## src/rtl/rsenc_pkg.sv

```systemverilog
package rsenc_pkg;

    parameter int SYM_W  = 10;
    parameter int N_SYM  = 544;
    parameter int K_SYM  = 514;
    localparam int N_PAR  = N_SYM - K_SYM;
    localparam int POS_W  = $clog2(N_SYM);
    localparam int LANE_W = 2;

    // low bits of the field polynomial x^10 + x^3 + 1
    localparam logic [SYM_W-1:0] FIELD_LO = SYM_W'(10'h009);

    typedef logic [SYM_W-1:0] sym_t;

    typedef enum logic [1:0] {
        MODE_QUAD = 2'd0,
        MODE_PAIR = 2'd1,
        MODE_RAW  = 2'd2
    } lane_mode_e;

    typedef struct packed {
        logic              parity_phase;
        logic [LANE_W-1:0] lane;
    } frame_state_t;

    function automatic sym_t gf_mul(input sym_t a, input sym_t b);
        sym_t acc;
        sym_t x;
        acc = '0;
        x   = a;
        for (int i = 0; i < SYM_W; i++) begin
            if (b[i]) acc = acc ^ x;
            x = {x[SYM_W-2:0], 1'b0} ^ (x[SYM_W-1] ? FIELD_LO : '0);
        end
        return acc;
    endfunction

    // low coefficients of prod_{i=0}^{N_PAR-1} (x + alpha^i); leading 1 implied
    function automatic logic [N_PAR*SYM_W-1:0] gen_coeffs();
        logic [(N_PAR+1)*SYM_W-1:0] g;
        sym_t root;
        g = '0;
        g[SYM_W-1:0] = sym_t'(1);
        root = sym_t'(1);
        for (int i = 0; i < N_PAR; i++) begin
            for (int j = N_PAR; j > 0; j--) begin
                g[j*SYM_W +: SYM_W] = g[(j-1)*SYM_W +: SYM_W]
                                    ^ gf_mul(g[j*SYM_W +: SYM_W], root);
            end
            g[0 +: SYM_W] = gf_mul(g[0 +: SYM_W], root);
            root = gf_mul(root, sym_t'(2));
        end
        return g[N_PAR*SYM_W-1:0];
    endfunction

    function automatic logic [LANE_W-1:0] lane_mask(input lane_mode_e m);
        case (m)
            MODE_QUAD: return LANE_W'(3);
            MODE_PAIR: return LANE_W'(1);
            default:   return '0;
        endcase
    endfunction

endpackage

```

## src/rtl/rsenc_frame_ctl.sv

```systemverilog
module rsenc_frame_ctl
    import rsenc_pkg::*;
(
    input  logic         clk,
    input  logic         rst,
    input  logic         fire,
    input  logic [1:0]   req_mode,
    output frame_state_t st
);

    logic [POS_W-1:0]  pos_q;
    lane_mode_e        mode_q;
    logic [LANE_W-1:0] lane_q;
    lane_mode_e        eff_mode;
    logic              at_start;
    logic              at_last;

    always_comb begin
        at_start        = (pos_q == '0);
        at_last         = (pos_q == POS_W'(N_SYM - 1));
        eff_mode        = at_start ? lane_mode_e'(req_mode) : mode_q;
        st.parity_phase = (pos_q >= POS_W'(K_SYM));
        st.lane         = at_start ? '0 : lane_q;
    end

    always_ff @(posedge clk) begin
        if (rst) begin
            pos_q  <= '0;
            mode_q <= MODE_QUAD;
            lane_q <= '0;
        end else if (fire) begin
            pos_q  <= at_last ? '0 : pos_q + POS_W'(1);
            mode_q <= eff_mode;
            lane_q <= at_last ? '0
                    : (LANE_W'(st.lane + LANE_W'(1)) & lane_mask(eff_mode));
        end
    end

endmodule

```

## src/rtl/rsenc_parity_lfsr.sv

```systemverilog
module rsenc_parity_lfsr
    import rsenc_pkg::*;
(
    input  logic clk,
    input  logic rst,
    input  logic advance,
    input  logic parity_phase,
    input  sym_t din,
    output sym_t dout
);

    localparam logic [N_PAR*SYM_W-1:0] GEN = gen_coeffs();

    sym_t stage_q [N_PAR];
    sym_t prod    [N_PAR];
    sym_t fb;

    assign fb   = parity_phase ? '0 : (din ^ stage_q[N_PAR-1]);
    assign dout = stage_q[N_PAR-1];

    for (genvar i = 0; i < N_PAR; i++) begin : g_stage
        assign prod[i] = gf_mul(fb, GEN[i*SYM_W +: SYM_W]);
        if (i == 0) begin : g_first
            always_ff @(posedge clk) begin
                if (rst)          stage_q[0] <= '0;
                else if (advance) stage_q[0] <= prod[0];
            end
        end else begin : g_rest
            always_ff @(posedge clk) begin
                if (rst)          stage_q[i] <= '0;
                else if (advance) stage_q[i] <= stage_q[i-1] ^ prod[i];
            end
        end
    end

endmodule

```

## src/rtl/rsenc_lane_encoder.sv

```systemverilog
module rsenc_lane_encoder
    import rsenc_pkg::*;
(
    input  logic              clk,
    input  logic              rst,
    input  logic [1:0]        i_mode,
    input  logic              i_valid,
    output logic              i_ready,
    input  logic [SYM_W-1:0]  i_sym,
    output logic              o_valid,
    input  logic              o_ready,
    output logic [SYM_W-1:0]  o_sym,
    output logic [LANE_W-1:0] o_lane
);

    logic         fire;
    frame_state_t st;
    sym_t         par_sym;

    assign fire    = i_valid & o_ready;
    assign i_ready = o_ready;
    assign o_valid = i_valid;

    rsenc_frame_ctl u_ctl (
        .clk      (clk),
        .rst      (rst),
        .fire     (fire),
        .req_mode (i_mode),
        .st       (st)
    );

    rsenc_parity_lfsr u_lfsr (
        .clk          (clk),
        .rst          (rst),
        .advance      (fire),
        .parity_phase (st.parity_phase),
        .din          (i_sym),
        .dout         (par_sym)
    );

    assign o_sym  = st.parity_phase ? par_sym : i_sym;
    assign o_lane = st.lane;

endmodule

```

## config.mk

```make
export PLATFORM = sky130hd
export DESIGN_NAME = rsenc_lane_encoder
export DESIGN_NICKNAME = d
export VERILOG_FILES = /design/src/rtl/rsenc_pkg.sv /design/src/rtl/rsenc_frame_ctl.sv /design/src/rtl/rsenc_parity_lfsr.sv /design/src/rtl/rsenc_lane_encoder.sv
export SDC_FILE = /design/constraint.sdc
export NUM_CORES = 1
export LEC_CHECK = 0
export BUFFER_PORTS_ARGS = -buffer_cell sky130_fd_sc_hd__buf_2
export CORE_MARGIN = 10
export CORE_UTILIZATION = 40
export DETAILED_ROUTE_END_ITERATION = 8
export PLACE_DENSITY = 0.52
export SYNTH_ARGS = -nofsm -noshare
export SYNTH_HDL_FRONTEND = slang
export SYNTH_SLANG_ARGS = --single-unit
```

## constraint.sdc

```tcl
create_clock -name clk -period 18.3 [get_ports clk]
set_input_delay 2.745 -clock clk [delete_from_list [all_inputs] [get_ports clk]]
set_output_delay 2.745 -clock clk [all_outputs]
set_load 0.03 [all_outputs]
```

==> results of run 1 <==
metal layers:
metal  up-vias  part of all wire (%)
met4         0                   2.8
li1       6009                     -
met1      6563                    44
met3        88                   7.1
met2       446                    46
met5         -                     0
kinds of logic (layout without fill, tap and decap cells):
family | count (synthesis) | in the layout | share of synthesized area (%)
AO/OA/AOI/OAI | 354 | 354 | 9.34
flip-flops | 314 | 314 | 48.4
buffers and inverters | 117 | 143 | 2.45
AND/OR/NAND/NOR | 450 | 450 | 11.4
multiplexers | 3 | 3 | 0.163
adder cells (fa/ha/maj) | 3 | 3 | 0.196
XOR/XNOR | 460 | 460 | 28.0
registers in the layout, summed over array words and instances (netlist names):
name / count
u_lfsr.stage_q: 300
u_ctl.pos_q: 10
u_ctl.lane_q: 2
u_ctl.mode_q: 2
cell type report:
| class | count | share of cell area, % |
|---|---|---|
| clock buffers | 54 | 5.12 |
| inverters | 5 | 0.123 |
| multi-input cells | 1270 | 44.9 |
| repair buffers | 70 | 2.24 |
| well taps | 615 | 3.60 |
| flip-flops and latches | 314 | 43.5 |
| clock inverters | 14 | 0.504 |
through the flow:
step	area (um2)	setup slack [ns]	utilization [%]
after floorplan	19200	8.71	-
after global placement	20100	12.24	42.4
after detailed placement	20100	12.16	42.4
after CTS	21300	12.30	44.9
after global routing	21300	12.26	44.9
final	21300	12.30	44.9
cells in the mapped netlist, drive strengths merged, types with 2 or more instances:
cell / count / area, um2
mux2i: 2 / 20.0
o21ai: 172 / 861
xnor2: 334 / 3160
edfxtp: 300 / 9010
xor2: 46 / 410
dfxtp: 14 / 280
nand2b: 3 / 18.8
xor3: 3 / 71.3
or4: 2 / 15.0
buf: 22 / 113
ha: 3 / 37.5
xnor3: 77 / 1730
and2: 5 / 31.3
nor2: 199 / 764
a22o: 2 / 17.5
nand4: 4 / 25.0
or3: 172 / 1080
clkbuf: 90 / 338
inv: 5 / 18.8
nand3: 2 / 10.0
a21oi: 176 / 881
nand2: 58 / 218
path summary, 6_finish.rpt:
| kind | cells past startpoint | startpoint | slack (ns) | endpoint |
|---|---|---|---|---|
| max | 4 | i_sym[7] | 12.30 | o_sym[7] |
| min | 2 | u_ctl.mode_q[1]$_SDFFE_PP0P_ | 0.49 | u_ctl.mode_q[1]$_SDFFE_PP0P_ |
| max reg2reg | 8 | u_ctl.pos_q[7]$_SDFFE_PP0P_ | 14.10 | u_lfsr.stage_q[29][3]$_SDFFCE_PN0P_ |
| min reg2reg | 2 | u_ctl.mode_q[1]$_SDFFE_PP0P_ | 0.49 | u_ctl.mode_q[1]$_SDFFE_PP0P_ |
worst register-to-register path, stage by stage (launching register included):
cell,delay (ns)
dfxtp_1,0.34
or4_1,0.62
o41a_2,0.47
buf_4,0.32
buf_4,0.54
buf_4,0.51
nor2_4,0.50
xnor3_1,0.49
and2_1,0.17
power groups by stage:
stage | Combinational (W) | Clock (W) | Sequential (W)
floorplan | 0.00217 | 0 | 0.00100
global placement | 0.00296 | 0 | 0.00102
detailed placement | 0.00298 | 0 | 0.00102
CTS | 0.00300 | 0.000767 | 0.00101
global route | 0.00323 | 0.000791 | 0.00102
finish | 0.00301 | 0.000751 | 0.00101
==> summary.txt, run 1 <==
Critical path
  – Worst path arrival time: roughly 3.3 ns
  – Startpoint Class: primary input
  – Required @ worst endpoint: 15.55 ns
  – Sequence of cells on the critical path: buf_2 -> nand2_1 -> nand2_1 -> buf_2
  – Crit-path slowest cell: buf_2
  – Setup CP Type: in2out
  – Worst Setup End Kind: output pin
  – Max stage delay on crit path: 0.19 ns
  – Critical path's top delay family: buffers and inverters
  – Crit-path max FO: 3
  – Bufs and invs on worst path: 2

Timing
  – Final Max Tran Viols: 0
  – Final worst path period need: 6.00 ns
  – Clock skew: 0.0335 ns
  – Worst hold slack: 0.495 ns
  – Setup TNS: 0 ns
  – Worst-margin pin slew: ~1.2 ns
  – Final worst path period share: 32.8%
  – Fmax: roughly 0.17 GHz
  – Max-slew headroom: 16.5%
  – RSZ-0062 raised after global routing: no
  – Endpoints failing setup: 0
  – Final Hold Vio Count: 0

Place
  – Port-buffer cells: 29
  – GPL Wtd Cong: 0.858
  – Detail Placement HPWL: between 30,000 and 40,000 um
  – # placed instances: between 2,000 and 2,500

Clock tree
  – Skew-Pair Late Insertion Delay: 0.58 ns
  – Clock tree buffer depth: 3
  – H-tree lvl count: 2
  – Postcts setup bufs: 0
  – CTS buffer count: 39
  – CTS tree: yes
  – Post-CTS Hold Buffers: 0
  – Root buf cell: clkbuf_16
  – Post-cts resize count: 0
  – Clock sinks: 314
  – Clock transition at path regs: ~0.06 ns

Floorplan
  – Die area: 0.0571 mm2
  – FP Rows: 80
  – Die Span Y: 239 um
  – Initial core utilization: 40.4%
  – # IOs: 30
  – Die W: 239 um
  – Core footprint: about 0.048 mm2

Power and ir drop
  – Clock power frac: 15.7%
  – Logic gate share of total power: 63.1%
  – Worst VDD drop: 0.0838 mV
  – Sw Share: a little over two fifths
  – Register share of total power: 21.2%
  – Tot Pwr: 0.00477 W
  – Cell-internal power: approximately 0.0027 W
  – P_sw: 0.00205 W
  – Leak: 8.11 nW
  – Power density over the cells: 223 mW/mm2

Yosys
  – Ys flop type: edfxtp_1
  – Synthesized flop and latch total: 314
  – Yosys warns: 0
  – Sequential fraction of the synthesis area: 48.4%
  – Distinct cells, synth: 39
  – Avg Synthesized Cell Area: 11.3 um2
  – Syn Inst Count: 1,701
  – FFs w/ async S/R, synth: 0%
  – Synth Cell Area: 0.0192 mm2
  – Syn_nets: 1,720
  – Post-synth EDFFs: 300

Cells and area
  – Fraction of layout cells with a size suffix above 1: 9.55%
  – Final std cells w/o fill: 2,342
  – # fillers: 4,420
  – Area taken by flip-flops and latches: 0.00929 mm2
  – Ant diodes: 0
  – Nets: 1,719
  – Most common cell after layout, fill and taps aside: xnor2_1
  – Commonest non-fill, non-tap cells in the layout: xnor2_1 (301), edfxtp_1 (300), nor2_1 (194)
  – P&R area growth vs syn: 11.2%
  – Area occupied by multi-input gates: around 0.0096 mm2

Routing
  – Final WL: 59,100 um
  – Pre-antenna DRT Iters: 7
  – Remaining antenna violation count: 0
  – DR DRC count: 0
  – Initial DRC Count: 1,455
  – Routed len/inst: around 25 um
  – Vias post-DR: roughly 13,000
  – Vias/cell: 5.60

GRT
  – Largest net degree at the start of global routing: 187
  – Grt met1 use: 28.5%
  – Initial antenna violation count: 0
  – GR peak layer: met2
  – Met2 usage: 32.4%
  – M3 GR Usage: 3.62%
  – Grt ovf: 0
  – Overall Global Routing Usage: 20.7%
  – First-pass GRT wire length: slightly below 90,000 um
  – Vias in the first global route: roughly 12,000

Outcome
  – Status: finished, final reports clean

Job
  – Number of max-cap violations: 0

Worst hold path
  – Worst Hold Class: reg2reg
Note: power is estimated with default switching activity, not from simulation.
==> run 2: changes to the inputs <==
==> constraint.sdc (replaced) <==
create_clock -name clk -period 5.8 [get_ports clk]
set_input_delay 0.87 -clock clk [delete_from_list [all_inputs] [get_ports clk]]
set_output_delay 0.87 -clock clk [all_outputs]
set_load 0.03 [all_outputs]
==> run 2 against run 1 <==
  * Critical path depth up 2
  * Routed wire length up 0.39%
  * Total power rose to 3.2 times the previous value
  * Worst setup slack worse by 10 ns
  * Flip-flop and latch count unchanged
  * Global-route usage about the same
  * Register-to-register slack worse by 12 ns
  * Final cell count up 0.30%
  * Clock power rose to 3.2 times the previous value
  * Final area up 0.57%
  * Sequential share of layout area down 0.25 points
  * Utilization up 0.26 points
  * Critical path type is now reg2reg
  * Largest cell class unchanged
  * Highest routed layer unchanged
==> summary.txt, run 2 (same netlist as run 1, synthesis figures left out) <==
Outcome
  – Status: finished, final reports clean (unchanged)

Floorplan
  – Core footprint: 0.0475 mm2 (unchanged)
  – Die area: 0.0571 mm2 (unchanged)
  – Initial core utilization: 40.4% (unchanged)
  – Die W: 239 um (unchanged)
  – # IOs: 30 (unchanged)
  – FP Rows: 80 (unchanged)
  – Die Span Y: 239 um (unchanged)

Timing
  – Clock skew: 0.0283 ns (was 0.0335 ns)
  – Max-slew headroom: 4.77% (was 16.5%)
  – Final Max Tran Viols: 0 (unchanged)
  – Worst hold slack: 0.487 ns (was 0.495 ns)
  – Final worst path period need: a little under 4 ns
  – Final worst path period share: 67.8%
  – RSZ-0062 raised after global routing: no (unchanged)
  – Endpoints failing setup: 0 (unchanged)
  – Worst-margin pin slew: 1.42 ns (was 1.25 ns)
  – Setup TNS: 0 ns (unchanged)
  – Final Hold Vio Count: 0 (unchanged)
  – Fmax: roughly 0.25 GHz

Cells and area
  – Area occupied by multi-input gates: 0.00960 mm2 (was 0.00958 mm2)
  – Fraction of layout cells with a size suffix above 1: 10.5% (was 9.55%)
  – # fillers: 4,315 (was 4,420)
  – Finished Cell Area: 0.0215 mm2 (was 0.0213 mm2)
  – Ant diodes: 0 (unchanged)
  – Area taken by flip-flops and latches: 0.00929 mm2 (unchanged)
  – Max reg flops: 300 (unchanged)
  – Largest register by flop count: u_lfsr.stage_q (unchanged)
  – P&R area growth vs syn: 11.9% (was 11.2%)
  – Nets: 1,728 (was 1,719)
  – Commonest non-fill, non-tap cells in the layout: xnor2_1 (300), edfxtp_1 (300), nor2_1 (193) (was xnor2_1 (301), edfxtp_1 (300), nor2_1 (194))
  – Top flop regs: u_lfsr.stage_q (300), u_ctl.pos_q (10) (unchanged)

Routing
  – Remaining antenna violation count: 0 (unchanged)
  – Vias/cell: 5.58 (was 5.60)
  – DR DRC count: 0 (unchanged)
  – Final WL: 59,300 um (was 59,100 um)
  – Pre-antenna DRT Iters: 7 (unchanged)
  – Initial DRC Count: 1,303 (was 1,455)
  – Vias post-DR: 13,100 (about the same)
  – Routed len/inst: 25.2 um (about the same)

Critical path
  – Worst r2r path cells: 6 (was 8)
  – Startpoint Class: register (was primary input)
  – Crit-path max FO: 13 (was 3)
  – Setup CP Type: reg2reg (was in2out)
  – Worst Setup End Kind: register (was output pin)
  – Required @ worst endpoint: 6.20 ns (was 15.55 ns)
  – Worst path arrival time: 4.33 ns (was 3.25 ns)

Power and ir drop
  – Worst VDD drop: 0.248 mV (was 0.0838 mV)
  – Logic gate share of total power: 63.2% (was 63.1%)
  – Tot Pwr: 0.0152 W (was 0.00477 W)
  – Power density over the cells: 709 mW/mm2 (was 223 mW/mm2)
  – Sw Share: 43.3% (was 43.0%)
  – Clock power frac: 15.8% (was 15.7%)
  – Register share of total power: 21.0% (was 21.2%)
  – P_sw: 0.00659 W (was 0.00205 W)
  – Cell-internal power: 0.00863 W (was 0.00272 W)
  – Leak: 8.18 nW (was 8.11 nW)

GRT
  – First-pass GRT wire length: 86,200 um (was 86,600 um)
  – Vias in the first global route: 12,400 (was 12,500)
  – Largest net degree at the start of global routing: 157 (was 187)
  – Grt ovf: 0 (unchanged)
  – Overall Global Routing Usage: 20.7% (about the same)
  – Initial antenna violation count: 0 (unchanged)

Clock tree
  – Root buf cell: clkbuf_16 (unchanged)
  – CTS buffer count: 39 (unchanged)
  – H-tree lvl count: 2 (unchanged)
  – Postcts setup bufs: 0 (unchanged)
  – Clock sinks: 314 (unchanged)
  – Post-CTS Hold Buffers: 0 (unchanged)
  – Clock tree buffer depth: 3 (unchanged)
  – Skew-Pair Late Insertion Delay: 0.57 ns (was 0.58 ns)
  – Post-cts resize count: 0 (unchanged)
  – CTS tree: yes (unchanged)
  – Clock transition at path regs: 0.06 ns (about the same)

Worst hold path
  – Hold Path Cell Cnt: 2 (unchanged)
  – Worst Hold Class: reg2reg (unchanged)

Place
  – Detail Placement HPWL: 39,300 um (was 37,700 um)
  – Port-buffer cells: 29 (unchanged)
  – Placed Area: 0.0203 mm2 (was 0.0201 mm2)
  – GPL Wtd Cong: 0.861 (was 0.858)

Job
  – Number of max-cap violations: 0 (unchanged)
run 2: worst paths after layout:
path | slack (ns) | start | end
max | 1.87 | u_lfsr.stage_q[29][3]$_SDFFCE_PN0P_ | u_lfsr.stage_q[3][5]$_SDFFCE_PN0P_
min | 0.49 | u_ctl.mode_q[1]$_SDFFE_PP0P_ | u_ctl.mode_q[1]$_SDFFE_PP0P_
max reg2reg | 1.87 | u_lfsr.stage_q[29][3]$_SDFFCE_PN0P_ | u_lfsr.stage_q[3][5]$_SDFFCE_PN0P_
min reg2reg | 0.49 | u_ctl.mode_q[1]$_SDFFE_PP0P_ | u_ctl.mode_q[1]$_SDFFE_PP0P_
run 2: critical path: stages, from the launching register on:
cell and delay (ns):
edfxtp_1 0.60, xnor2_4 0.83, xnor2_2 0.49, xnor2_2 0.97, xnor2_1 0.32, or3_1 0.37
a21oi_1 0.16
run 2: layout make-up:
class | instances | share of cell area (%)
sequential | 314 | 43.3
tap | 615 | 3.58
timing repair buffer | 79 | 2.66
inverter | 5 | 0.105
clock inverter | 21 | 0.921
clock buffer | 45 | 4.75
multi-input combinational | 1270 | 44.7
run 2: power by group through the flow:
stage,Sequential (W),Clock (W),Combinational [W]
2_1_floorplan,0.00316,0,0.00684
3_3_place_gp,0.00322,0,0.00947
3_5_place_dp,0.00323,0,0.00951
4_1_cts,0.00319,0.00244,0.00958
5_1_grt,0.00323,0.00252,0.0103
6_report,0.00320,0.00240,0.00962
run 2: through the flow:
step,worst slack (ns),std cells,utilization [%]
after floorplan,-0.372,1701,-
after global placement,1.48,2283,42.6
after detailed placement,1.46,2283,42.6
after CTS,1.90,2349,45.2
after global routing,1.77,2349,45.2
final,1.87,2349,45.2
run 2: per-layer routing:
metal	track usage (%)	share of wire, %	wire length, um
met5	0	0	0
met4	5.79	2.2	1320
met3	3.86	7.4	4370
met2	32.6	46	27400
met1	28.7	44	26200
==> run 3: changes to the inputs <==
--- a/config.mk
+++ b/config.mk
@@ -9,7 +9,7 @@
 export CORE_MARGIN = 10
 export CORE_UTILIZATION = 40
 export DETAILED_ROUTE_END_ITERATION = 8
-export PLACE_DENSITY = 0.52
+export PLACE_DENSITY = 0.54
 export SYNTH_ARGS = -nofsm -noshare
 export SYNTH_HDL_FRONTEND = slang
 export SYNTH_SLANG_ARGS = --single-unit
==> constraint.sdc (replaced) <==
create_clock -name clk -period 3.4 [get_ports clk]
set_input_delay 0.51 -clock clk [delete_from_list [all_inputs] [get_ports clk]]
set_output_delay 0.51 -clock clk [all_outputs]
set_load 0.03 [all_outputs]
==> run 3 against run 2 <==
  * Utilization increased by 1.2 points
  * Routed wire length is 0.39% higher
  * Largest cell class unchanged
  * Via count rose by 1.5%
==> summary.txt, run 3 (same netlist as run 1, synthesis figures left out) <==
Critical path
  – CP dominant cell by count: nand2_1 (was xnor2_2)
  – Setup CP Type: reg2out (was reg2reg)
  – Crit-path max FO: 74 (was 13)
  – Worst path arrival time: 2.77 ns (was 4.33 ns)
  – Worst Setup End Kind: output pin (was register)
  – Required @ worst endpoint: 2.89 ns (was 6.20 ns)
  – Reg2reg setup slack: 0.24 ns (was 1.87 ns)
  – Sequence of cells on the critical path: or4_1 -> o41a_4 -> buf_8 -> nand2_1 -> nand2_1 -> buf_2 (was xnor2_4 -> xnor2_2 -> xnor2_2 -> xnor2_1 -> or3_1 -> a21oi_1)
  – Crit-path slowest cell: or4_1 (was xnor2_2)
  – Startpoint Class: register (unchanged)
  – Max stage delay on crit path: 0.63 ns (was 0.97 ns)

Power and ir drop
  – Register share of total power: 20.5% (was 21.0%)
  – P_sw: 0.0111 W (was 0.00659 W)
  – Cell-internal power: 0.0154 W (was 0.00863 W)
  – Logic gate share of total power: 64.2% (was 63.2%)
  – Leak: 8.49 nW (was 8.18 nW)
  – Clock power frac: 15.3% (was 15.8%)
  – Tot Pwr: 0.0265 W (was 0.0152 W)
  – Power density over the cells: 1200 mW/mm2 (was 709 mW/mm2)
  – Sw Share: 42.0% (was 43.3%)
  – Worst VDD drop: 0.483 mV (was 0.248 mV)

Timing
  – Setup TNS: 0 ns (unchanged)
  – Endpoints failing setup: 0 (unchanged)
  – Final worst path period share: a little over nine tenths
  – Fmax: 0.305 GHz
  – Final Hold Vio Count: 0 (unchanged)
  – RSZ-0062 raised after global routing: no (unchanged)
  – Final Max Tran Viols: 0 (unchanged)
  – Clock skew: 0.0143 ns (was 0.0283 ns)
  – Final worst path period need: 3.28 ns
  – Worst-margin pin slew: 1.25 ns (was 1.42 ns)
  – Max-slew headroom: 16.4% (was 4.77%)

GRT
  – Vias in the first global route: 12,900 (was 12,400)
  – Grt ovf: 0 (unchanged)
  – First-pass GRT wire length: 87,200 um (was 86,200 um)
  – Initial antenna violation count: 0 (unchanged)
  – Largest net degree at the start of global routing: 220 (was 157)
  – Overall Global Routing Usage: 20.8% (was 20.7%)

Cells and area
  – Top flop regs: u_lfsr.stage_q (300), u_ctl.pos_q (10) (unchanged)
  – Largest register by flop count: u_lfsr.stage_q (unchanged)
  – P&R area growth vs syn: 14.8% (was 11.9%)
  – Max reg flops: 300 (unchanged)
  – Commonest non-fill, non-tap cells in the layout: xnor2_1 (301), edfxtp_1 (300), nor2_1 (193) (was xnor2_1 (300), edfxtp_1 (300), nor2_1 (193))
  – Nets: 1,786 (was 1,728)
  – Ant diodes: 0 (unchanged)
  – Most common cell after layout, fill and taps aside: xnor2_1
  – Fraction of layout cells with a size suffix above 1: 12.8% (was 10.5%)

Clock tree
  – Skew-Pair Late Insertion Delay: 0.56 ns (was 0.57 ns)
  – Post-CTS Hold Buffers: 0 (unchanged)
  – CTS tree: yes (unchanged)
  – CTS buffer count: 38 (was 39)
  – Clock tree buffer depth: 3 (unchanged)
  – Clock transition at path regs: 0.05 ns (was 0.06 ns)
  – Root buf cell: clkbuf_16 (unchanged)
  – H-tree lvl count: 2 (unchanged)
  – Clock sinks: 314 (unchanged)

Place
  – Port-buffer cells: 29 (unchanged)
  – Detail Placement HPWL: 40,100 um (was 39,300 um)
  – GPL Wtd Cong: 0.875 (was 0.861)

Routing
  – Routed len/inst: 24.7 um (was 25.2 um)
  – Remaining antenna violation count: 0 (unchanged)
  – Final WL: 59,500 um (was 59,300 um)
  – DR DRC count: 0 (unchanged)
  – Initial DRC Count: 1,397 (was 1,303)
  – Vias/cell: 5.53 (was 5.58)
  – Pre-antenna DRT Iters: 5 (was 7)
  – Vias post-DR: 13,300 (was 13,100)

Worst hold path
  – Worst Hold Class: in2reg (was reg2reg)

Floorplan
  – # IOs: 30 (unchanged)
  – FP Rows: 80 (unchanged)
  – Core footprint: 0.0475 mm2 (unchanged)
  – Die Span Y: 239 um (unchanged)
  – Initial core utilization: 40.4% (unchanged)
  – Die area: 0.0571 mm2 (unchanged)
  – Die W: 239 um (unchanged)

Job
  – Number of max-cap violations: 0 (unchanged)

Outcome
  – Status: finished, final reports clean (unchanged)
[run 3: repair_timing]
action / CTS / global route
setup buffers: 0 / 2
pin swaps: 1 / 1
setup endpoints to repair: 10 / 1
gates resized for setup: 3 / 0
hold endpoints to repair: 0 / 0
[run 3: power by group through the flow]
stage	clock (W)	combinational (W)	sequential, W
3_3_place_gp	0	0.0168	0.00549
4_1_cts	0.00413	0.0170	0.00544
6_report	0.00405	0.0170	0.00544
3_5_place_dp	0	0.0169	0.00551
2_1_floorplan	0	0.0117	0.00538
5_1_grt	0.00427	0.0182	0.00550
[run 3: cell type report]
cell class / count / area, um2
clock inverters: 10 / 118
fillers: 4329 / 25500
well taps: 615 / 769
repair buffers: 138 / 1170
inverters: 5 / 22.5
flip-flops and latches: 314 / 9290
multi-input cells: 1270 / 9590
clock buffers: 54 / 1070
[run 3: worst paths after layout]
| kind | end | cells past startpoint | from |
|---|---|---|---|
| setup / recovery | o_sym[0] | 6 | u_ctl.pos_q[7]$_SDFFE_PP0P_ |
| setup reg to reg | u_lfsr.stage_q[29][3]$_SDFFCE_PN0P_ | 6 | u_ctl.pos_q[7]$_SDFFE_PP0P_ |
| hold reg to reg | u_ctl.mode_q[1]$_SDFFE_PP0P_ | 2 | u_ctl.mode_q[1]$_SDFFE_PP0P_ |
| hold / removal | u_ctl.mode_q[0]$_SDFFE_PP0P_ | 3 | i_mode[0] |
[run 3: routing by layer]
metal | GRT usage (%) | share of wire [%]
met5 | 0 | 0
met4 | 6.62 | 3.0
met3 | 3.50 | 7.2
met2 | 32.4 | 46
met1 | 29.0 | 44
[run 3: through the flow]
stage / setup slack [ns] / area, um2 / hold WS, ns / utilization [%] / std cells
after global routing: 0.0523 / 22000 / 0.194 / 46.3 / 2406
after global placement: 0.248 / 20800 / 0.473 / 43.8 / 2340
after CTS: 0.0493 / 22000 / 0.173 / 46.3 / 2404
final: 0.117 / 22000 / 0.198 / 46.3 / 2406
after detailed placement: 0.236 / 20800 / 0.475 / 43.8 / 2340
after floorplan: -2.41 / 19200 / 0.454 / - / 1701
[run 3: worst max-delay path, delay by kind of cell (launching register included)]
| kind | cells | cell delay, ns |
|---|---|---|
| buf+inv | 2 | 0.41 |
| compound gates | 1 | 0.53 |
| simple gates | 3 | 0.90 |
| flops | 1 | 0.34 |
